--- src/rtl/mesi_pkg.sv ---
package mesi_pkg;

  typedef enum logic [1:0] {
    ST_I = 2'd0,
    ST_S = 2'd1,
    ST_E = 2'd2,
    ST_M = 2'd3
  } mesi_e;

  typedef enum logic [2:0] {
    CMD_NONE = 3'd0,
    CMD_RD   = 3'd1,
    CMD_RDX  = 3'd2,
    CMD_UPG  = 3'd3,
    CMD_WB   = 3'd4
  } bus_cmd_e;

endpackage

--- src/rtl/mesi_line_store.sv ---
module mesi_line_store
  import mesi_pkg::*;
#(
  parameter int IDX_W  = 2,
  parameter int TAG_W  = 6,
  parameter int DATA_W = 8,
  localparam int LINES = 1 << IDX_W
) (
  input  logic              clk,
  input  logic              rst_n,
  // local port
  input  logic [IDX_W-1:0]  l_idx,
  input  logic              l_st_we,
  input  mesi_e             l_st,
  input  logic              l_tag_we,
  input  logic [TAG_W-1:0]  l_tag,
  input  logic              l_data_we,
  input  logic [DATA_W-1:0] l_data,
  output mesi_e             l_st_o,
  output logic [TAG_W-1:0]  l_tag_o,
  output logic [DATA_W-1:0] l_data_o,
  // snoop port
  input  logic [IDX_W-1:0]  s_idx,
  input  logic              s_st_we,
  input  mesi_e             s_st,
  output mesi_e             s_st_o,
  output logic [TAG_W-1:0]  s_tag_o,
  output logic [DATA_W-1:0] s_data_o,
  // state of every line
  output mesi_e             st_vec [LINES]
);

  mesi_e             st_q   [LINES];
  logic [TAG_W-1:0]  tag_q  [LINES];
  logic [DATA_W-1:0] data_q [LINES];

  for (genvar g = 0; g < LINES; g++) begin : g_line
    localparam logic [IDX_W-1:0] MY_IDX = IDX_W'(g);
    mesi_e st_d;
    logic  l_sel, s_sel;

    assign l_sel = (l_idx == MY_IDX);
    assign s_sel = (s_idx == MY_IDX);

    // snoop update wins over a local update of the same line
    always_comb begin
      st_d = st_q[g];
      if (l_sel && l_st_we) st_d = l_st;
      if (s_sel && s_st_we) st_d = s_st;
    end

    always_ff @(posedge clk or negedge rst_n) begin
      if (!rst_n) st_q[g] <= ST_I;
      else        st_q[g] <= st_d;
    end

    always_ff @(posedge clk) begin
      if (l_sel && l_tag_we)  tag_q[g]  <= l_tag;
      if (l_sel && l_data_we) data_q[g] <= l_data;
    end

    assign st_vec[g] = st_q[g];
  end

  assign l_st_o   = st_q[l_idx];
  assign l_tag_o  = tag_q[l_idx];
  assign l_data_o = data_q[l_idx];
  assign s_st_o   = st_q[s_idx];
  assign s_tag_o  = tag_q[s_idx];
  assign s_data_o = data_q[s_idx];

endmodule

--- src/rtl/mesi_snoop_unit.sv ---
module mesi_snoop_unit
  import mesi_pkg::*;
#(
  parameter int TAG_W  = 6,
  parameter int DATA_W = 8
) (
  input  logic              snp_valid,
  input  bus_cmd_e          snp_cmd,
  input  logic [TAG_W-1:0]  snp_tag,
  input  mesi_e             line_st,
  input  logic [TAG_W-1:0]  line_tag,
  input  logic [DATA_W-1:0] line_data,
  output logic              shared_o,
  output logic              flush_o,
  output logic [DATA_W-1:0] data_o,
  output logic              st_we_o,
  output mesi_e             st_o
);

  logic hit, is_rd, is_rdx, is_upg;

  always_comb begin
    hit    = snp_valid && (line_st != ST_I) && (line_tag == snp_tag);
    is_rd  = (snp_cmd == CMD_RD);
    is_rdx = (snp_cmd == CMD_RDX);
    is_upg = (snp_cmd == CMD_UPG);

    shared_o = hit && (is_rd || is_rdx);
    flush_o  = hit && (line_st == ST_M) && (is_rd || is_rdx);
    data_o   = flush_o ? line_data : '0;

    st_we_o = hit && (is_rd || is_rdx || is_upg);
    st_o    = is_rd ? ST_S : ST_I;
  end

endmodule

--- src/rtl/mesi_local_unit.sv ---
module mesi_local_unit
  import mesi_pkg::*;
#(
  parameter int TAG_W  = 6,
  parameter int DATA_W = 8
) (
  input  logic              cpu_req,
  input  logic              cpu_we,
  input  logic [TAG_W-1:0]  cpu_tag,
  input  logic [DATA_W-1:0] cpu_wdata,
  input  logic              conflict,
  input  mesi_e             line_st,
  input  logic [TAG_W-1:0]  line_tag,
  input  logic              bus_gnt,
  input  logic              bus_shared,
  input  logic [DATA_W-1:0] bus_rdata,
  output logic              ready_o,
  output logic              bus_req_o,
  output bus_cmd_e          bus_cmd_o,
  output logic              victim_o,
  output logic              st_we_o,
  output mesi_e             st_o,
  output logic              tag_we_o,
  output logic              data_we_o,
  output logic [DATA_W-1:0] data_o
);

  logic     active, hit, done_hit;
  bus_cmd_e need;
  logic     granted;

  always_comb begin
    active   = cpu_req && !conflict;
    hit      = (line_st != ST_I) && (line_tag == cpu_tag);
    done_hit = hit && (!cpu_we || line_st == ST_M || line_st == ST_E);

    need = CMD_NONE;
    if (active && !done_hit) begin
      if (hit)                 need = CMD_UPG;
      else if (line_st == ST_M) need = CMD_WB;
      else if (cpu_we)         need = CMD_RDX;
      else                     need = CMD_RD;
    end

    ready_o   = active && done_hit;
    bus_req_o = (need != CMD_NONE);
    bus_cmd_o = need;
    victim_o  = (need == CMD_WB);
    granted   = bus_req_o && bus_gnt;

    st_we_o   = 1'b0;
    st_o      = line_st;
    tag_we_o  = 1'b0;
    data_we_o = 1'b0;
    data_o    = cpu_wdata;

    if (ready_o && cpu_we) begin
      st_we_o   = 1'b1;
      st_o      = ST_M;
      data_we_o = 1'b1;
    end else if (granted) begin
      unique case (need)
        CMD_UPG: begin
          st_we_o = 1'b1;
          st_o    = ST_M;
        end
        CMD_WB: begin
          st_we_o = 1'b1;
          st_o    = ST_I;
        end
        CMD_RD, CMD_RDX: begin
          st_we_o   = 1'b1;
          st_o      = (need == CMD_RDX) ? ST_M : (bus_shared ? ST_S : ST_E);
          tag_we_o  = 1'b1;
          data_we_o = 1'b1;
          data_o    = bus_rdata;
        end
        default: ;
      endcase
    end
  end

endmodule

--- src/rtl/mesi_snoop_ctrl.sv ---
module mesi_snoop_ctrl
  import mesi_pkg::*;
#(
  parameter int ADDR_W = 8,
  parameter int IDX_W  = 2,
  parameter int DATA_W = 8,
  localparam int TAG_W = ADDR_W - IDX_W,
  localparam int LINES = 1 << IDX_W
) (
  input  logic              clk,
  input  logic              rst_n,
  input  logic              cpu_req,
  input  logic              cpu_we,
  input  logic [ADDR_W-1:0] cpu_addr,
  input  logic [DATA_W-1:0] cpu_wdata,
  output logic [DATA_W-1:0] cpu_rdata,
  output logic              cpu_ready,
  output logic              bus_req,
  input  logic              bus_gnt,
  output logic [2:0]        bus_cmd,
  output logic [ADDR_W-1:0] bus_addr,
  output logic [DATA_W-1:0] bus_wdata,
  input  logic [DATA_W-1:0] bus_rdata,
  input  logic              bus_shared_in,
  input  logic              snp_valid,
  input  logic [2:0]        snp_cmd,
  input  logic [ADDR_W-1:0] snp_addr,
  output logic              snp_shared,
  output logic              snp_flush,
  output logic [DATA_W-1:0] snp_data
);

  // reset: asserted at once, released on the clock
  logic rst_s1, rst_q;
  always_ff @(posedge clk or negedge rst_n) begin
    if (!rst_n) begin
      rst_s1 <= 1'b0;
      rst_q  <= 1'b0;
    end else begin
      rst_s1 <= 1'b1;
      rst_q  <= rst_s1;
    end
  end

  logic [IDX_W-1:0] c_idx, s_idx;
  logic [TAG_W-1:0] c_tag, s_tag;
  assign c_idx = cpu_addr[IDX_W-1:0];
  assign c_tag = cpu_addr[ADDR_W-1:IDX_W];
  assign s_idx = snp_addr[IDX_W-1:0];
  assign s_tag = snp_addr[ADDR_W-1:IDX_W];

  mesi_e             l_st, s_st;
  logic [TAG_W-1:0]  l_tag, s_line_tag;
  logic [DATA_W-1:0] l_data, s_line_data;
  mesi_e             st_vec [LINES];

  logic              u_st_we, u_tag_we, u_data_we, victim;
  mesi_e             u_st;
  logic [DATA_W-1:0] u_data;
  bus_cmd_e          cmd_e;
  logic              sn_st_we;
  mesi_e             sn_st;
  logic              conflict;

  assign conflict = snp_valid && (s_idx == c_idx);

  mesi_line_store #(.IDX_W(IDX_W), .TAG_W(TAG_W), .DATA_W(DATA_W)) u_store (
    .clk       (clk),
    .rst_n     (rst_q),
    .l_idx     (c_idx),
    .l_st_we   (u_st_we),
    .l_st      (u_st),
    .l_tag_we  (u_tag_we),
    .l_tag     (c_tag),
    .l_data_we (u_data_we),
    .l_data    (u_data),
    .l_st_o    (l_st),
    .l_tag_o   (l_tag),
    .l_data_o  (l_data),
    .s_idx     (s_idx),
    .s_st_we   (sn_st_we),
    .s_st      (sn_st),
    .s_st_o    (s_st),
    .s_tag_o   (s_line_tag),
    .s_data_o  (s_line_data),
    .st_vec    (st_vec)
  );

  mesi_local_unit #(.TAG_W(TAG_W), .DATA_W(DATA_W)) u_local (
    .cpu_req    (cpu_req),
    .cpu_we     (cpu_we),
    .cpu_tag    (c_tag),
    .cpu_wdata  (cpu_wdata),
    .conflict   (conflict),
    .line_st    (l_st),
    .line_tag   (l_tag),
    .bus_gnt    (bus_gnt),
    .bus_shared (bus_shared_in),
    .bus_rdata  (bus_rdata),
    .ready_o    (cpu_ready),
    .bus_req_o  (bus_req),
    .bus_cmd_o  (cmd_e),
    .victim_o   (victim),
    .st_we_o    (u_st_we),
    .st_o       (u_st),
    .tag_we_o   (u_tag_we),
    .data_we_o  (u_data_we),
    .data_o     (u_data)
  );

  mesi_snoop_unit #(.TAG_W(TAG_W), .DATA_W(DATA_W)) u_snoop (
    .snp_valid (snp_valid),
    .snp_cmd   (bus_cmd_e'(snp_cmd)),
    .snp_tag   (s_tag),
    .line_st   (s_st),
    .line_tag  (s_line_tag),
    .line_data (s_line_data),
    .shared_o  (snp_shared),
    .flush_o   (snp_flush),
    .data_o    (snp_data),
    .st_we_o   (sn_st_we),
    .st_o      (sn_st)
  );

  assign cpu_rdata = l_data;
  assign bus_cmd   = cmd_e;
  assign bus_addr  = victim ? {l_tag, c_idx} : cpu_addr;
  assign bus_wdata = victim ? l_data : '0;

  // ---------------- assertions ----------------
  assert_fill_excl_R2: assert property (@(posedge clk) disable iff (!rst_q)
    (bus_req && bus_gnt && cmd_e == CMD_RD && !bus_shared_in)
    |=> (st_vec[$past(c_idx)] == ST_E));

  assert_silent_dirty_R3: assert property (@(posedge clk) disable iff (!rst_q)
    (cpu_ready && cpu_we) |=> (st_vec[$past(c_idx)] == ST_M));

  assert_excl_store_quiet_R3: assert property (@(posedge clk) disable iff (!rst_q)
    (cpu_req && cpu_we && !conflict && l_st == ST_E && l_tag == c_tag) |-> !bus_req);

  assert_rdx_install_R5: assert property (@(posedge clk) disable iff (!rst_q)
    (bus_req && bus_gnt && cmd_e == CMD_RDX) |=> (st_vec[$past(c_idx)] == ST_M));

  assert_snoop_inval_R6: assert property (@(posedge clk) disable iff (!rst_q)
    (snp_valid && (snp_cmd == 3'd2 || snp_cmd == 3'd3) && s_st != ST_I && s_line_tag == s_tag)
    |=> (st_vec[$past(s_idx)] == ST_I));

  assert_snoop_share_R7: assert property (@(posedge clk) disable iff (!rst_q)
    (snp_valid && snp_cmd == 3'd1 && snp_shared) |=> (st_vec[$past(s_idx)] == ST_S));

  assert_flush_dirty_R10: assert property (@(posedge clk) disable iff (!rst_q)
    snp_flush |-> (snp_shared && snp_valid));

  assert_hold_req_R11: assert property (@(posedge clk) disable iff (!rst_q)
    (bus_req && !bus_gnt && !snp_valid && cpu_req && cmd_e != CMD_WB)
    |=> (bus_req || !cpu_req || snp_valid || !$stable(cpu_addr)));

  assert_conflict_stall_R12: assert property (@(posedge clk) disable iff (!rst_q)
    conflict |-> (!cpu_ready && !bus_req));

  assert_idle_cmd_R13: assert property (@(posedge clk) disable iff (!rst_q)
    !bus_req |-> (bus_cmd == 3'd0 && bus_wdata == '0));

endmodule

--- config.mk ---
export PLATFORM = sky130hd
export DESIGN_NAME = mesi_snoop_ctrl
export DESIGN_NICKNAME = d
export VERILOG_FILES = /design/src/rtl/mesi_pkg.sv /design/src/rtl/mesi_line_store.sv /design/src/rtl/mesi_snoop_unit.sv /design/src/rtl/mesi_local_unit.sv /design/src/rtl/mesi_snoop_ctrl.sv
export SDC_FILE = /design/constraint.sdc
export NUM_CORES = 1
export LEC_CHECK = 0
export BUFFER_PORTS_ARGS = -buffer_cell sky130_fd_sc_hd__buf_4
export CAP_MARGIN = 0
export CORE_ASPECT_RATIO = 0.5
export CORE_MARGIN = 2
export CORE_UTILIZATION = 61
export CTS_BUF_LIST = sky130_fd_sc_hd__clkbuf_8
export CTS_CLUSTER_DIAMETER = 120
export DETAILED_ROUTE_END_ITERATION = 12
export MAX_ROUTING_LAYER = met4
export PLACE_DENSITY = 0.88
export SYNTH_ARGS = -nofsm -noshare
export SYNTH_HDL_FRONTEND = slang
export SYNTH_HIERARCHICAL = 1
export SYNTH_SLANG_ARGS = --single-unit
export TNS_END_PERCENT = 1
--- constraint.sdc ---
create_clock -name clk -period 13.3 [get_ports clk]
set_clock_uncertainty 0.05 [all_clocks]
set_input_delay 3.99 -clock clk [delete_from_list [all_inputs] [get_ports clk]]
set_output_delay 3.99 -clock clk [all_outputs]
set_load 0.005 [all_outputs]
==> flow_metrics.tcl, run 1 <==
set metrics [dict create \
    dieArea_mm2 0.00711 \
    area_delta_synth_final_pct 19.6 \
    tns_ns 0 \
    yosysWarnings 6 \
    grt_pass1_vias 2695 \
    drive_above_1_share_pct 48.1 \
    swShare_pct 30.3 \
    cp_cell_sequence "buf_4 -> mux4_1 -> xnor2_1 -> nand2_1 -> nor2_1 -> nor3_2 -> mux2_2 -> buf_4" \
    grt_max_degree 30 \
    cts_tree "yes" \
    max_freq_mhz 90.7 \
    drv_cap 0 \
    syn_avg_cell_area_um2 15.0 \
    htree_levels 3 \
    grt_remaining_overflow 0 \
    top_layer_used "met4" \
    drt_wl_total_mm 9.15 \
    vias 2686 \
    hold_path.class "register to async pin" \
    synth.largest_area_cell "edfxtp_1" \
    rsz0062_at_grt "false" \
    max-vdd-ir-drop_v 0.0000878 \
    grt.total_usage_pct 28.0 \
    cp.required_ns 9.26 \
    globalplace.congestion 0.892 \
    port-buffer-count 80 \
    dr_wl_met3_um 862 \
    firstDrtPassIters 5 \
    rr_endpoint "u_store/data_q[1][4]" \
    antenna_found_initial 0 \
    post-route-period-util_pct 82.9 \
    intPower_uw 382 \
    worstMarginPinSlew_ns 1.09 \
    cts_buffer_depth 2 \
    hpwl_mm 6.48 \
    crit_path_end_kind "output pin" \
    power_frac_comb_pct 25.8 \
    placed_area_mm2 0.00450 \
    cts_root_buffer "clkbuf_8" \
    crit_family "simple AND/OR/NAND/NOR gates" \
    clkLatencyLatePin_ns 0.35 \
    start_util_pct 63.8 \
    cts_resized 0 \
    clk_pin_slew_ns 0.07 \
    synthFlopType "edfxtp_1" \
    holdBufCountCts 0 \
    cp-start-kind "primary input" \
    status "complete, no violations" \
    grt_pass1_wl_mm 13.6 \
    p_sw_uw 166 \
    reg2regPathDepth 7 \
    p_leak_uw 0.00180 \
    rrSetupSlack_ns 9.98 \
    clock_power_share_pct 27.4 \
    path_common_cell "buf_4" \
    powerDensity_mw_per_mm2 117 \
    ioPinCount 81 \
    post_drt_wl_per_cell_um 21.4 \
    die_width_um 117 \
    power_frac_seq_pct 46.8 \
    synthCells 261 \
    cp.arrival_ns 6.99 \
    crit_cells 8 \
    cts_sinks 66 \
    synth.cells.most_frequent "edfxtp_1, mux4_2, xnor2_1" \
    final_area_mm2 0.00468 \
    netlist_area_mm2 0.00391 \
    max_stage_delay_ns 0.89 \
    coreArea_mm2 0.00613 \
    path_max_fanout 29 \
    hold_viol 0 \
    async_flop_share_pct 15.2 \
    dr_wl_met2_mm 4.74 \
    post_cts_buffers 0 \
    rows 20 \
    slew_headroom_pct 27.0 \
    yosysSeqAreaShare_pct 49.4 \
    synth_fp_nets 303 \
    route.detailed.drc 0 \
    setup_violations 0 \
    num_antenna_cells 0 \
    viasPerCell 6.29 \
    synth_cell_types 46 \
    yosysTopAreaCellShare_pct 43.0 \
    min_period_ns 11.03 \
    synth_most_common_cell "edfxtp_1" \
    nets 376 \
    die_h_um 60.6 \
    path_class "primary input to output pin" \
    synthTopCellsByArea "edfxtp_1, mux4_2, dfrtp_1, mux2_2, mux4_1" \
    crit_start "cpu_addr[0]" \
    critPathSlowestCell "nor3_2" \
    ys_seq_elements 66 \
    met1Wirelength_mm 3.34 \
    slew_violations 0 \
    ant_nets 0 \
    r2r_start "u_store/tag_q[1][3]" \
    synth-edff-count 56 \
    cts_buffers 9 \
    drtIter0Drc 283 \
    worstPathBufferInverterCount 2 \
]
==> per-stage QoR <==
step                      total power (uW)  instances  setup WS (ns)  utilization (%)  hold WS [ns]
after CTS                              550        427           2.28             76.3        0.0876
after detailed placement               400        411           2.33             73.4        0.0776
final                                  548        427           2.27             76.3        0.0772
after global placement                 393        411           2.41             73.4        0.0660
after global routing                   570        427           2.15             76.3         0.107
after floorplan                        355        261           3.11                -        0.0446
==> how the worst max path moves through the flow <==
stage | end
finish | bus_addr[4]
global route | bus_addr[4]
CTS | bus_addr[4]
detailed placement | bus_addr[4]
global placement | bus_addr[4]
floorplan | bus_addr[5]
==> cells by family after synthesis <==
kind of cell	synth area share, %
simple gates	13.5
flops	49.4
mux	25.2
buf+inv	4.06
compound gates	3.90
xor+xnor	3.78
other cells	0.192
==> metal layers <==
layer	global-route usage [%]	vias to the layer above
li1	-	1170
met1	32.2	1345
met2	47.6	151
met3	7.59	20
met4	11.8	0
met5	-	-
==> area by class of cell <==
type                    instances  area (um2)
repair buffers                 80         601
well taps                      88         110
fillers                       364        1450
clock inverters                 7        53.8
clock buffers                   9         124
flip-flops and latches         66        1930
multi-input cells             168        1820
inverters                       9        33.8
==> sequential cells by signal (all words and copies together), names as in the netlist <==
register and cells:
u_store/data_q 32, u_store/st_vec 8, u_store/tag_q 24, rst_q 1
rst_s1 1
==> layout by cell type (no fill, tap or decap), types with 3 or more instances in the layout <==
master and instances:
nor3_1 3, and3b_1 4, nor4_2 10, mux2_2 12
mux2i_1 8, o21ai_0 5, nand3b_1 4, nor2_1 12
inv_1 9, clkinvlp_4 3, xnor2_1 14, dfrtp_1 10
and3_1 3, and2_1 8, a21oi_1 11, buf_4 80
nand2_1 7, and2_2 6, edfxtp_1 56, clkbuf_8 9
nand3_1 3, mux4_2 27, mux4_1 5
==> power by group through the flow <==
stage               clock network (uW)  logic, uW  registers, uW
detailed placement                   0        139            261
CTS                                153        141            256
floorplan                            0       98.1            257
global placement                     0        134            259
finish                             150        141            256
global route                       161        152            258
Power figures use the tool's default switching activity.
==> inputs of run 2 (changes only) <==
--- a/config.mk
+++ b/config.mk
@@ -9,12 +9,12 @@
 export CAP_MARGIN = 0
 export CORE_ASPECT_RATIO = 0.5
 export CORE_MARGIN = 2
-export CORE_UTILIZATION = 61
+export CORE_UTILIZATION = 51
 export CTS_BUF_LIST = sky130_fd_sc_hd__clkbuf_8
 export CTS_CLUSTER_DIAMETER = 120
 export DETAILED_ROUTE_END_ITERATION = 12
 export MAX_ROUTING_LAYER = met4
-export PLACE_DENSITY = 0.88
+export PLACE_DENSITY = 0.78
 export SYNTH_ARGS = -nofsm -noshare
 export SYNTH_HDL_FRONTEND = slang
 export SYNTH_HIERARCHICAL = 1
==> constraint.sdc (replaced) <==
create_clock -name clk -period 9.38 [get_ports clk]
set_clock_uncertainty 0.05 [all_clocks]
set_input_delay 2.814 -clock clk [delete_from_list [all_inputs] [get_ports clk]]
set_output_delay 2.814 -clock clk [all_outputs]
set_load 0.005 [all_outputs]
==> run 2 against run 1 <==
Hold slack got worse by 0.0061 ns. Sequential power increased by 42%. Combinational power increased by 40%. Flip-flop and latch count unchanged. Critical endpoint is now bus_addr[2]. Highest routed layer unchanged.
==> flow_metrics.tcl, run 2 (synthesis gave the netlist of run 1 again) <==
set metrics [dict create \
    final_common_cell "buf_4" \
    cp-start-kind "primary input" \
    p_leak_uw 0.00182 \
    slew_headroom_pct 28.7 \
    post_cts_buffers 0 \
    port-buffer-count 80 \
    die_h_um 65.9 \
    num_antenna_cells 0 \
    rsz0062_at_grt "false" \
    hold_path.class "register to async pin" \
    drtIter0Drc 164 \
    clkLatencyLatePin_ns 0.35 \
    drive_above_1_share_pct 47.8 \
    path_class "primary input to output pin" \
    max_stage_delay_ns 0.88 \
    crit_path_end_kind "output pin" \
    max_freq_mhz 116 \
    path_common_cell "buf_4" \
    ioPinCount 81 \
    worstMarginPinSlew_ns 1.06 \
    antenna_found_initial 0 \
    cts_buffers 9 \
    cp.required_ns 6.52 \
    globalplace.congestion 0.864 \
    regMostFlops "u_store/data_q" \
    nFillCells 537 \
    cts_buffer_depth 2 \
    clock_power_share_pct 31.6 \
    holdBufCountCts 0 \
    tns_ns 0 \
    cp.arrival_ns 5.77 \
    htree_levels 3 \
    grt.total_usage_pct 22.1 \
    path_max_fanout 29 \
    min_period_ns 8.63 \
    grt_pass1_vias 2596 \
    powerDensity_mw_per_mm2 174 \
    status "complete, no violations" \
    cp_cell_sequence "buf_4 -> mux4_1 -> xnor2_1 -> nand2_1 -> nor2_1 -> nor3_2 -> mux2_2 -> buf_4" \
    largest_reg_flops 32 \
    dieArea_mm2 0.00843 \
    coreArea_mm2 0.00738 \
    clk_pin_slew_ns 0.07 \
    start_util_pct 53.0 \
    hold_ws_ns 0.0710 \
    cts_tree "yes" \
    cts_root_buffer "clkbuf_8" \
    nets 376 \
    swShare_pct 27.8 \
    route.detailed.drc 0 \
    post_drt_wl_per_cell_um 19.5 \
    ant_nets 0 \
    seq_area_mm2 0.00193 \
    worstPathBufferInverterCount 2 \
    crit_family "simple AND/OR/NAND/NOR gates" \
    drv_cap 0 \
    multiInputGateArea_mm2 0.00182 \
    slew_violations 0 \
    viasPerCell 5.94 \
    grt_pass1_wl_mm 13.2 \
    cts_resized 0 \
    grt_remaining_overflow 0 \
    cts_sinks 66 \
    max-vdd-ir-drop_v 0.000105 \
    intPower_uw 593 \
    rrSetupSlack_ns 6.23 \
    vias 2586 \
    grt_max_degree 30 \
    layout_common_cells "buf_4, edfxtp_1, mux4_2" \
    critPathSlowestCell "nor3_2" \
    die_width_um 128 \
    hpwl_mm 6.27 \
    hold_viol 0 \
    power_frac_seq_pct 44.3 \
    p_sw_uw 228 \
    setup_violations 0 \
    firstDrtPassIters 4 \
    power_frac_comb_pct 24.0 \
    post-route-period-util_pct 92.0 \
    rows 22 \
    drt_wl_total_mm 8.49 \
    area_delta_synth_final_pct 21.0 \
]
==> run 2: metal layers <==
metal	track usage, %	vias up	part of all wire (%)
met1	26.7	1304	41
met3	6.47	15	7.1
met4	7.14	0	1.2
li1	-	1165	-
met2	36.6	102	51
met5	-	-	0
==> run 2: stage by stage <==
stage               instance area (um2)  setup slack [ns]  power, uW  utilization (%)  instances
CTS                                4730             0.680        828             64.1        435
detailed placement                 4510             0.685        567             61.1        419
global placement                   4510             0.873        559             61.1        419
finish                             4730             0.748        821             64.1        435
global route                       4730             0.574        859             64.1        435
floorplan                          3910              1.55        504                -        261
==> run 2: path summary, 6_finish.rpt <==
kind	start	cells after the start	to
min	rst_q	0	u_store/st_vec[1]
min reg2reg	rst_q	0	u_store/st_vec[1]
min in group clk	rst_s1	0	rst_q
max	cpu_addr[0]	8	bus_addr[2]
max in group asynchronous	rst_n	1	rst_q
max reg2reg	u_store/tag_q[2][3]	7	u_store/data_q[2][1]
==> run 2: layout make-up <==
cell class                 instances  share of cell area (%)
clock buffer                       9                    2.62
clock inverter                     7                    2.01
inverter                           9                   0.714
multi-input combinational        168                    38.6
sequential                        66                    40.8
tap                               96                    2.54
timing repair buffer              80                    12.7
==> run 2: power groups by stage <==
| stage | registers (uW) | logic (uW) | clock network, uW |
|---|---|---|---|
| final | 364 | 197 | 260 |
| after global routing | 367 | 213 | 278 |
| after CTS | 364 | 198 | 266 |
| after detailed placement | 370 | 197 | 0 |
| after global placement | 368 | 192 | 0 |
| after floorplan | 364 | 139 | 0 |
